$ cat src/rtl/burst_pkg.sv
package burst_pkg;

  typedef enum logic {
    SEQ_LINEAR     = 1'b0,
    SEQ_INTERLEAVE = 1'b1
  } seq_order_e;

  localparam int unsigned DEFAULT_BEAT_W = 2;

endpackage

$ cat src/rtl/burst_load_ctrl.sv
module burst_load_ctrl (
  input  logic proc_strobe_n,
  input  logic ctrl_strobe_n,
  input  logic cs_n,
  input  logic adv_n,
  output logic load,
  output logic step
);

  logic proc_take;
  logic ctrl_take;

  always_comb begin
    ctrl_take = ~ctrl_strobe_n;
    proc_take = ~proc_strobe_n & ~cs_n;
    load      = ctrl_take | proc_take;
    // a capture always wins over an advance request
    step      = ~load & ~adv_n;
  end

endmodule

$ cat src/rtl/burst_beat_counter.sv
module burst_beat_counter #(
  parameter int unsigned BEAT_W = 2
) (
  input  logic              clk,
  input  logic              rst,
  input  logic              load,
  input  logic              step,
  output logic [BEAT_W-1:0] beat
);

  localparam logic [BEAT_W-1:0] BEAT_ONE = BEAT_W'(1);

  always_ff @(posedge clk) begin
    if (rst) begin
      beat <= '0;
    end else if (load) begin
      beat <= '0;
    end else if (step) begin
      // natural wrap after the last beat
      beat <= beat + BEAT_ONE;
    end
  end

endmodule

$ cat src/rtl/burst_base_reg.sv
module burst_base_reg #(
  parameter int unsigned ADDR_W = 18
) (
  input  logic              clk,
  input  logic              rst,
  input  logic              load,
  input  logic [ADDR_W-1:0] ext_addr,
  output logic [ADDR_W-1:0] base
);

  always_ff @(posedge clk) begin
    if (rst) begin
      base <= '0;
    end else if (load) begin
      base <= ext_addr;
    end
  end

endmodule

$ cat src/rtl/burst_addr_compose.sv
module burst_addr_compose
  import burst_pkg::*;
#(
  parameter int unsigned ADDR_W = 18,
  parameter int unsigned BEAT_W = 2
) (
  input  logic [ADDR_W-1:0] base,
  input  logic [BEAT_W-1:0] beat,
  input  seq_order_e        order,
  output logic [ADDR_W-1:0] addr
);

  logic [BEAT_W-1:0] lo_xor;
  logic [BEAT_W-1:0] lo_sum;
  logic [BEAT_W-1:0] lo_sel;

  genvar gi;
  generate
    for (gi = 0; gi < BEAT_W; gi++) begin : g_xor_bit
      assign lo_xor[gi] = base[gi] ^ beat[gi];
    end
  endgenerate

  assign lo_sum = base[BEAT_W-1:0] + beat;

  always_comb begin
    lo_sel = (order == SEQ_INTERLEAVE) ? lo_xor : lo_sum;
    addr   = {base[ADDR_W-1:BEAT_W], lo_sel};
  end

endmodule

$ cat src/rtl/burst_addr_seq.sv
module burst_addr_seq
  import burst_pkg::*;
#(
  parameter int unsigned ADDR_W = 18,
  parameter int unsigned BEAT_W = DEFAULT_BEAT_W
) (
  input  logic              clk,
  input  logic              rst,
  input  logic [ADDR_W-1:0] ext_addr,
  input  logic              proc_strobe_n,
  input  logic              ctrl_strobe_n,
  input  logic              adv_n,
  input  logic              cs_n,
  input  logic              mode,
  output logic [ADDR_W-1:0] addr_out
);

  logic              load;
  logic              step;
  logic [BEAT_W-1:0] beat;
  logic [ADDR_W-1:0] base;
  seq_order_e        order;

  assign order = seq_order_e'(mode);

  burst_load_ctrl u_load (
    .proc_strobe_n (proc_strobe_n),
    .ctrl_strobe_n (ctrl_strobe_n),
    .cs_n          (cs_n),
    .adv_n         (adv_n),
    .load          (load),
    .step          (step)
  );

  burst_beat_counter #(.BEAT_W(BEAT_W)) u_beat (
    .clk  (clk),
    .rst  (rst),
    .load (load),
    .step (step),
    .beat (beat)
  );

  burst_base_reg #(.ADDR_W(ADDR_W)) u_base (
    .clk      (clk),
    .rst      (rst),
    .load     (load),
    .ext_addr (ext_addr),
    .base     (base)
  );

  burst_addr_compose #(.ADDR_W(ADDR_W), .BEAT_W(BEAT_W)) u_compose (
    .base  (base),
    .beat  (beat),
    .order (order),
    .addr  (addr_out)
  );

endmodule

$ cat config.mk
export PLATFORM = sky130hd
export DESIGN_NAME = burst_addr_seq
export DESIGN_NICKNAME = d
export VERILOG_FILES = /design/src/rtl/burst_pkg.sv /design/src/rtl/burst_load_ctrl.sv /design/src/rtl/burst_beat_counter.sv /design/src/rtl/burst_base_reg.sv /design/src/rtl/burst_addr_compose.sv /design/src/rtl/burst_addr_seq.sv
export SDC_FILE = /design/constraint.sdc
export NUM_CORES = 1
export LEC_CHECK = 0
export ABC_AREA = 0
export BUFFER_PORTS_ARGS = -buffer_cell sky130_fd_sc_hd__clkbuf_2
export CAP_MARGIN = 10
export CORE_UTILIZATION = 49
export DETAILED_ROUTE_END_ITERATION = 7
export PLACE_DENSITY = 0.83
export RECOVER_POWER = 100
export SYNTH_ARGS = -nofsm -noshare
export SYNTH_HDL_FRONTEND = slang
export SYNTH_SLANG_ARGS = --single-unit
$ cat constraint.sdc
create_clock -name clk -period 1.25 [get_ports clk]
set_input_delay 0.0625 -clock clk [delete_from_list [all_inputs] [get_ports clk]]
set_output_delay 0.0625 -clock clk [all_outputs]
set_load 0.01 [all_outputs]
==> impl_metrics.env, run 1 <==
export IMPL_rows=15
export IMPL_relSlewSlack=0.4613
export IMPL_crit_family="flip-flops"
export IMPL_post_place_ws_ps=70.30
export IMPL_grt_use_total=0.2189
export IMPL_vias_per_cell=4.573
export IMPL_start_util=0.5376
export IMPL_total_power_uw=1457
export IMPL_cts_root_buf="clkbuf_4"
export IMPL_dp_hpwl_microns=1305
export IMPL_fin_nets=180
export IMPL_ioPinCount=43
export IMPL_path_clk_slew_ps=110
export IMPL_yosysUniqueCellTypes=18
export IMPL_synthXorXnorAreaFrac=0.02770
export IMPL_area_growth_pct=31.66
export IMPL_rsz0062_at_grt="yes"
export IMPL_cts_sink_count=20
export IMPL_ys_seq_elements=20
export IMPL_wl_met1_microns=856
export IMPL_drt_iter0_drc=17
export IMPL_fillerInstances=157
export IMPL_portBuffers=42
export IMPL_synth_seq_area_share=0.4222
export IMPL_syn_nets=133
export IMPL_die_width_microns=46.00
export IMPL_power_density_nw_per_um2=1167
export IMPL_dieHeight_microns=46.00
export IMPL_clock_skew_ps=5.120
export IMPL_final_common_cell="nand2_1"
export IMPL_hold_path_class="in2reg"
export IMPL_fin_crit_ps=1225
export IMPL_worstSetupPathType="reg2out"
export IMPL_clockBufferDepth=2
export IMPL_synth_compound_area_share=0.1478
export IMPL_clock_fmax_ghz=0.8164
export IMPL_final_cells=178
export IMPL_fin_hold_ws_ps=85.09
export IMPL_grt_overflow=0
export IMPL_arrival_ps=1160
export IMPL_cts_tree="built"
export IMPL_ant_nets=0
export IMPL_grt_pass1_wl_microns=3215
export IMPL_setup_ws_ps=25.09
export IMPL_synth_warnings=0
export IMPL_max_cap_violations=0
export IMPL_worst_slew_pin_slew_ps=808.0
export IMPL_cpPeakStageDelay_ps=350
export IMPL_crit_slowest_cell="dfxtp_2"
export IMPL_avgSynthCellArea_sq_um=8.864
export IMPL_worstPathRequired_ps=1190
export IMPL_n_antenna_cell=0
export IMPL_critical_path_buf_inv_count=1
export IMPL_synth_top_family_by_area="simple AND/OR/NAND/NOR gates"
export IMPL_drc_errors=0
export IMPL_synthSimpleGateAreaFrac=0.2084
export IMPL_crit_fanout=2
export IMPL_core_area_sq_um=1764
export IMPL_gp_congestion=0.6723
export IMPL_dieArea_sq_um=2116
export IMPL_routed_wl_microns=2054
export IMPL_drive_gt1_frac=0.3203
export IMPL_leakagePower_uw=0.0005364
export IMPL_setup_worst_path_end_class="output port"
export IMPL_hold_violations=0
export IMPL_maxSlewViolCount=0
export IMPL_r2r_setup_slack_ps=260
export IMPL_synth_fa_ha_area_frac=0.01319
export IMPL_grt_pass1_vias=817
export IMPL_wl_per_cell_microns=11.54
export IMPL_finalCritPeriodShare=0.9799
export IMPL_synth_cells=107
export IMPL_path_cells="ha_4, nor2b_4, xnor2_1, buf_2"
export IMPL_start_kind="flip-flop"
export IMPL_synthesis_area_sq_um=948.4
export IMPL_status="finished, final reports clean"
export IMPL_cts_max_level=1
export IMPL_cts_buffers=3
export IMPL_wl_met3_microns=79
export IMPL_highest_layer="met4"
export IMPL_dr_pass1_iters=4
export IMPL_insertion_delay_ps=290
export IMPL_dp_cells=154
export IMPL_setup_viol=0
export IMPL_peakVddDrop_v=0.0008573
export IMPL_wl_met2_microns=1059
export IMPL_antenna_found_initial=0
export IMPL_final_core_util=0.7078
export IMPL_grt_max_degree=21
export IMPL_synth_area_mux_share=0
export IMPL_num_vias=814
export IMPL_layout_common_cells="nand2_1 (26), clkbuf_2 (24), dlygate4sd3_1 (18), dfxtp_1 (18)"
[tightest hold or removal path: stages]
cell	delay, ps
clkbuf_2	90
nor2b_1	150
nor4_2	50
[metal layers]
metal	up-vias	track usage
met1	365	0.2402
met4	0	0.1059
li1	418	-
met2	25	0.3887
met5	-	0
met3	6	0.05159
[per-stage QoR]
step	setup TNS, ps	area (sq um)
detailed placement	0	1033
floorplan	0	948.4
CTS	-21.98	1294
finish	0	1249
global route	-52.79	1249
global placement	0	1033
[cells by family after synthesis]
kind of cell	count (synthesis)
AOI/OAI and AO/OA	20
adders and majority gates	1
and+or+nand+nor	41
DFF	20
buffers and inverters	22
xor gates and xnor gates	3
[worst paths after layout]
path	startpoint	to	cells past startpoint
setup / recovery	u_base.base[0]	addr_out[1]	4
hold reg to reg	u_base.base[12]	u_base.base[12]	2
setup reg to reg	u_beat.beat[0]	u_beat.beat[1]	4
hold / removal	adv_n	u_beat.beat[0]	3
[where the power goes]
| part | switching, uW | internal, uW |
|---|---|---|
| sequential | 24.7 | 676 |
| combinational | 121 | 123 |
| clock | 188 | 324 |
| total | 334 | 1120 |
[Yosys cell counts, drive strengths merged]
cell / number / area share
o21a: 1 / 0.0079
o21ai: 1 / 0.0053
a21oi: 18 / 0.13
buf: 20 / 0.17
and2b: 1 / 0.0079
dfxtp: 20 / 0.42
nand2: 36 / 0.17
nor2b: 2 / 0.013
ha: 1 / 0.013
clkbuf: 2 / 0.0079
nor3: 1 / 0.0053
nor4: 1 / 0.013
xnor2: 3 / 0.028
[flip-flops by register name, indices dropped and copies added (netlist names)]
register and flops:
u_beat.beat 2, u_base.base 18
[area by class of cell]
class                   count  area, sq um  area share
flip-flops and latches     20        402.9      0.3226
repair buffers             64        399.1      0.3196
well taps                  25        31.28     0.02505
multi-input cells          65        362.8      0.2906
clock inverters             1        30.03     0.02405
clock buffers               3        22.52     0.01804
[repair_timing]
item,4_1_cts,5_1_grt
hold endpoints to repair,17,1
endpoints found under the setup margin,1,1
gates cloned,0,0
resized for setup,6,1
hold buffers,17,1
pin swaps,1,1
setup buffers,2,0
Note: power is estimated with default switching activity, not from simulation.
==> run 2: changes to the inputs <==
- ABC_AREA: 0 -> default
- clock period: 1.25 -> 1.5 ns (I/O delays scaled with it)
==> run 2 against run 1 <==
The run now ends with negative hold slack left. Combinational power shrank 27%. Register-to-register slack better by 360 ps. Clock power down 16%. Via count down 5.4%. Sequential power is 17% lower. Count of clock-buffer cells in the layout stayed put. Non-clock buffer count shrank 8. Power shrank 18%.
==> impl_metrics.env, run 2 (synthesis gave the netlist of run 1 again) <==
export IMPL_wl_per_cell_microns=10.84
export IMPL_violations="negative hold slack"
export IMPL_insertion_delay_ps=300
export IMPL_worst_slew_pin_slew_ps=792.8
export IMPL_routed_wl_microns=1843
export IMPL_leakagePower_uw=0.0004942
export IMPL_fin_nets=172
export IMPL_start_util=0.5376
export IMPL_drive_gt1_frac=0.2690
export IMPL_drt_iter0_drc=7
export IMPL_finalCritPeriodShare=0.8888
export IMPL_relSlewSlack=0.4715
export IMPL_portBuffers=42
export IMPL_area_growth_pct=20.05
export IMPL_num_vias=770
export IMPL_dieHeight_microns=46.00
export IMPL_setup_viol=0
export IMPL_cts_setup_buffers=0
export IMPL_top_regs="u_base.base x18, u_beat.beat x2"
export IMPL_status="finished, violations left"
export IMPL_rsz0062_at_grt="no"
export IMPL_grt_overflow=0
export IMPL_cts_root_buf="clkbuf_4"
export IMPL_worstHoldEndpoint="u_base.base[9]"
export IMPL_clock_fmax_ghz=0.7501
export IMPL_grt_pass1_wl_microns=2953
export IMPL_worstPathRequired_ps=1420
export IMPL_hold_violations=1
export IMPL_final_common_cell="nand2_1"
export IMPL_fin_crit_ps=1333
export IMPL_layout_common_cells="nand2_1 (26), clkbuf_2 (23), dfxtp_1 (20), clkbuf_1 (19), a21oi_1 (18)"
export IMPL_cts_hold_buf=11
export IMPL_peakVddDrop_v=0.0008608
export IMPL_cts_max_level=1
export IMPL_tns_ps=0
export IMPL_grt_use_total=0.2000
export IMPL_largest_reg_flops=18
export IMPL_cts_buffers=3
export IMPL_antenna_found_initial=0
export IMPL_worstSetupPathType="reg2out"
export IMPL_clockBufferDepth=2
export IMPL_setup_worst_path_end_class="output port"
export IMPL_total_power_uw=1192
export IMPL_maxSlewViolCount=0
export IMPL_p_int_uw=918.4
export IMPL_dieArea_sq_um=2116
export IMPL_cts_resized=0
export IMPL_grt_pass1_vias=707
export IMPL_fillerInstances=185
export IMPL_fin_hold_ws_ps=-2.388
export IMPL_rows=15
export IMPL_power_density_nw_per_um2=1047
export IMPL_path_clk_slew_ps=110
export IMPL_drc_errors=0
export IMPL_rr_endpoint="u_beat.beat[1]"
export IMPL_min_from="ext_addr[9]"
export IMPL_max_cap_violations=0
export IMPL_hold_path_class="in2reg"
export IMPL_final_cells=170
export IMPL_regMostFlops="u_base.base"
export IMPL_switching_power_uw=273.5
export IMPL_start_kind="flip-flop"
export IMPL_vias_per_cell=4.529
export IMPL_grt_max_degree=21
export IMPL_combPwrFrac=0.149
export IMPL_r2r_setup_slack_ps=620
export IMPL_whs_path_depth=3
export IMPL_die_width_microns=46.00
export IMPL_core_area_sq_um=1764
export IMPL_r2r_cells=3
export IMPL_dp_hpwl_microns=1301
export IMPL_ant_nets=0
export IMPL_n_antenna_cell=0
export IMPL_gp_congestion=0.6733
export IMPL_p_sw_frac=0.2294
export IMPL_arrival_ps=1260
export IMPL_r2r_start="u_beat.beat[0]"
export IMPL_clock_skew_ps=0.08379
export IMPL_crit_fanout=2
export IMPL_cts_sink_count=20
export IMPL_pwr_share_clk=0.362
export IMPL_dr_pass1_iters=3
export IMPL_cts_tree="built"
export IMPL_seqPwrFrac=0.489
export IMPL_dp_cells=154
export IMPL_ioPinCount=43
[run 2: cell count changes in the layout (fill, tap and decap cells not counted), moves of 2 or more]
cell / previous run / this run
dfxtp_2: 2 / 0
dlygate4sd3_1: 18 / 12
clkbuf_1: 17 / 19
dfxtp_1: 18 / 20
buf_4: 4 / 2
[run 2: worst max path at each step]
stage,slack [ps],start,to,cells past startpoint
2_1_floorplan,590,u_beat.beat[0],addr_out[1],3
3_3_place_gp,390,cs_n,u_base.base[6],4
3_5_place_dp,320,cs_n,u_base.base[5],4
4_1_cts,160,u_base.base[0],addr_out[1],4
5_1_grt,60,u_beat.beat[0],addr_out[1],4
6_report,170,u_base.base[0],addr_out[1],4
[run 2: cell type report]
| type | instances | area (sq um) | area share |
|---|---|---|---|
| timing repair buffer | 56 | 321.6 | 0.2824 |
| clock buffer | 3 | 22.52 | 0.01978 |
| tap | 25 | 31.28 | 0.02747 |
| clock inverter | 1 | 30.03 | 0.02637 |
| multi-input combinational | 65 | 332.8 | 0.2923 |
| sequential | 20 | 400.4 | 0.3516 |
[run 2: power by group through the flow]
stage	clock (uW)	sequential [uW]	combinational, uW
floorplan	0	590	149
detailed placement	0	595	174
global placement	0	593	169
global route	465	587	199
finish	432	583	177
CTS	441	583	198
[run 2: metal layers]
| layer | GRT usage | vias to the layer above | share of wire |
|---|---|---|---|
| met5 | 0 | - | 0 |
| met4 | 0.08824 | 0 | 0.010 |
| met3 | 0.04762 | 2 | 0.048 |
| met2 | 0.3296 | 23 | 0.51 |
| met1 | 0.2446 | 340 | 0.43 |
| li1 | - | 405 | - |
[run 2: through the flow]
stage | setup slack, ps | util | instance area [sq um] | hold slack [ps]
2_1_floorplan | 593.8 | - | 948.4 | 215.5
3_3_place_gp | 387.6 | 0.5858 | 1033 | 303.4
3_5_place_dp | 316.3 | 0.5858 | 1033 | 306.9
4_1_cts | 160.6 | 0.6780 | 1196 | 0.4641
5_1_grt | 58.33 | 0.6454 | 1139 | 0.6764
6_report | 166.8 | 0.6454 | 1139 | -2.388
[run 2: critical path, cell delays in order, from the launching register on]
cell and delay (ps):
dfxtp_1 380, ha_1 150, nor2b_1 150, xnor2_1 120
clkbuf_1 160
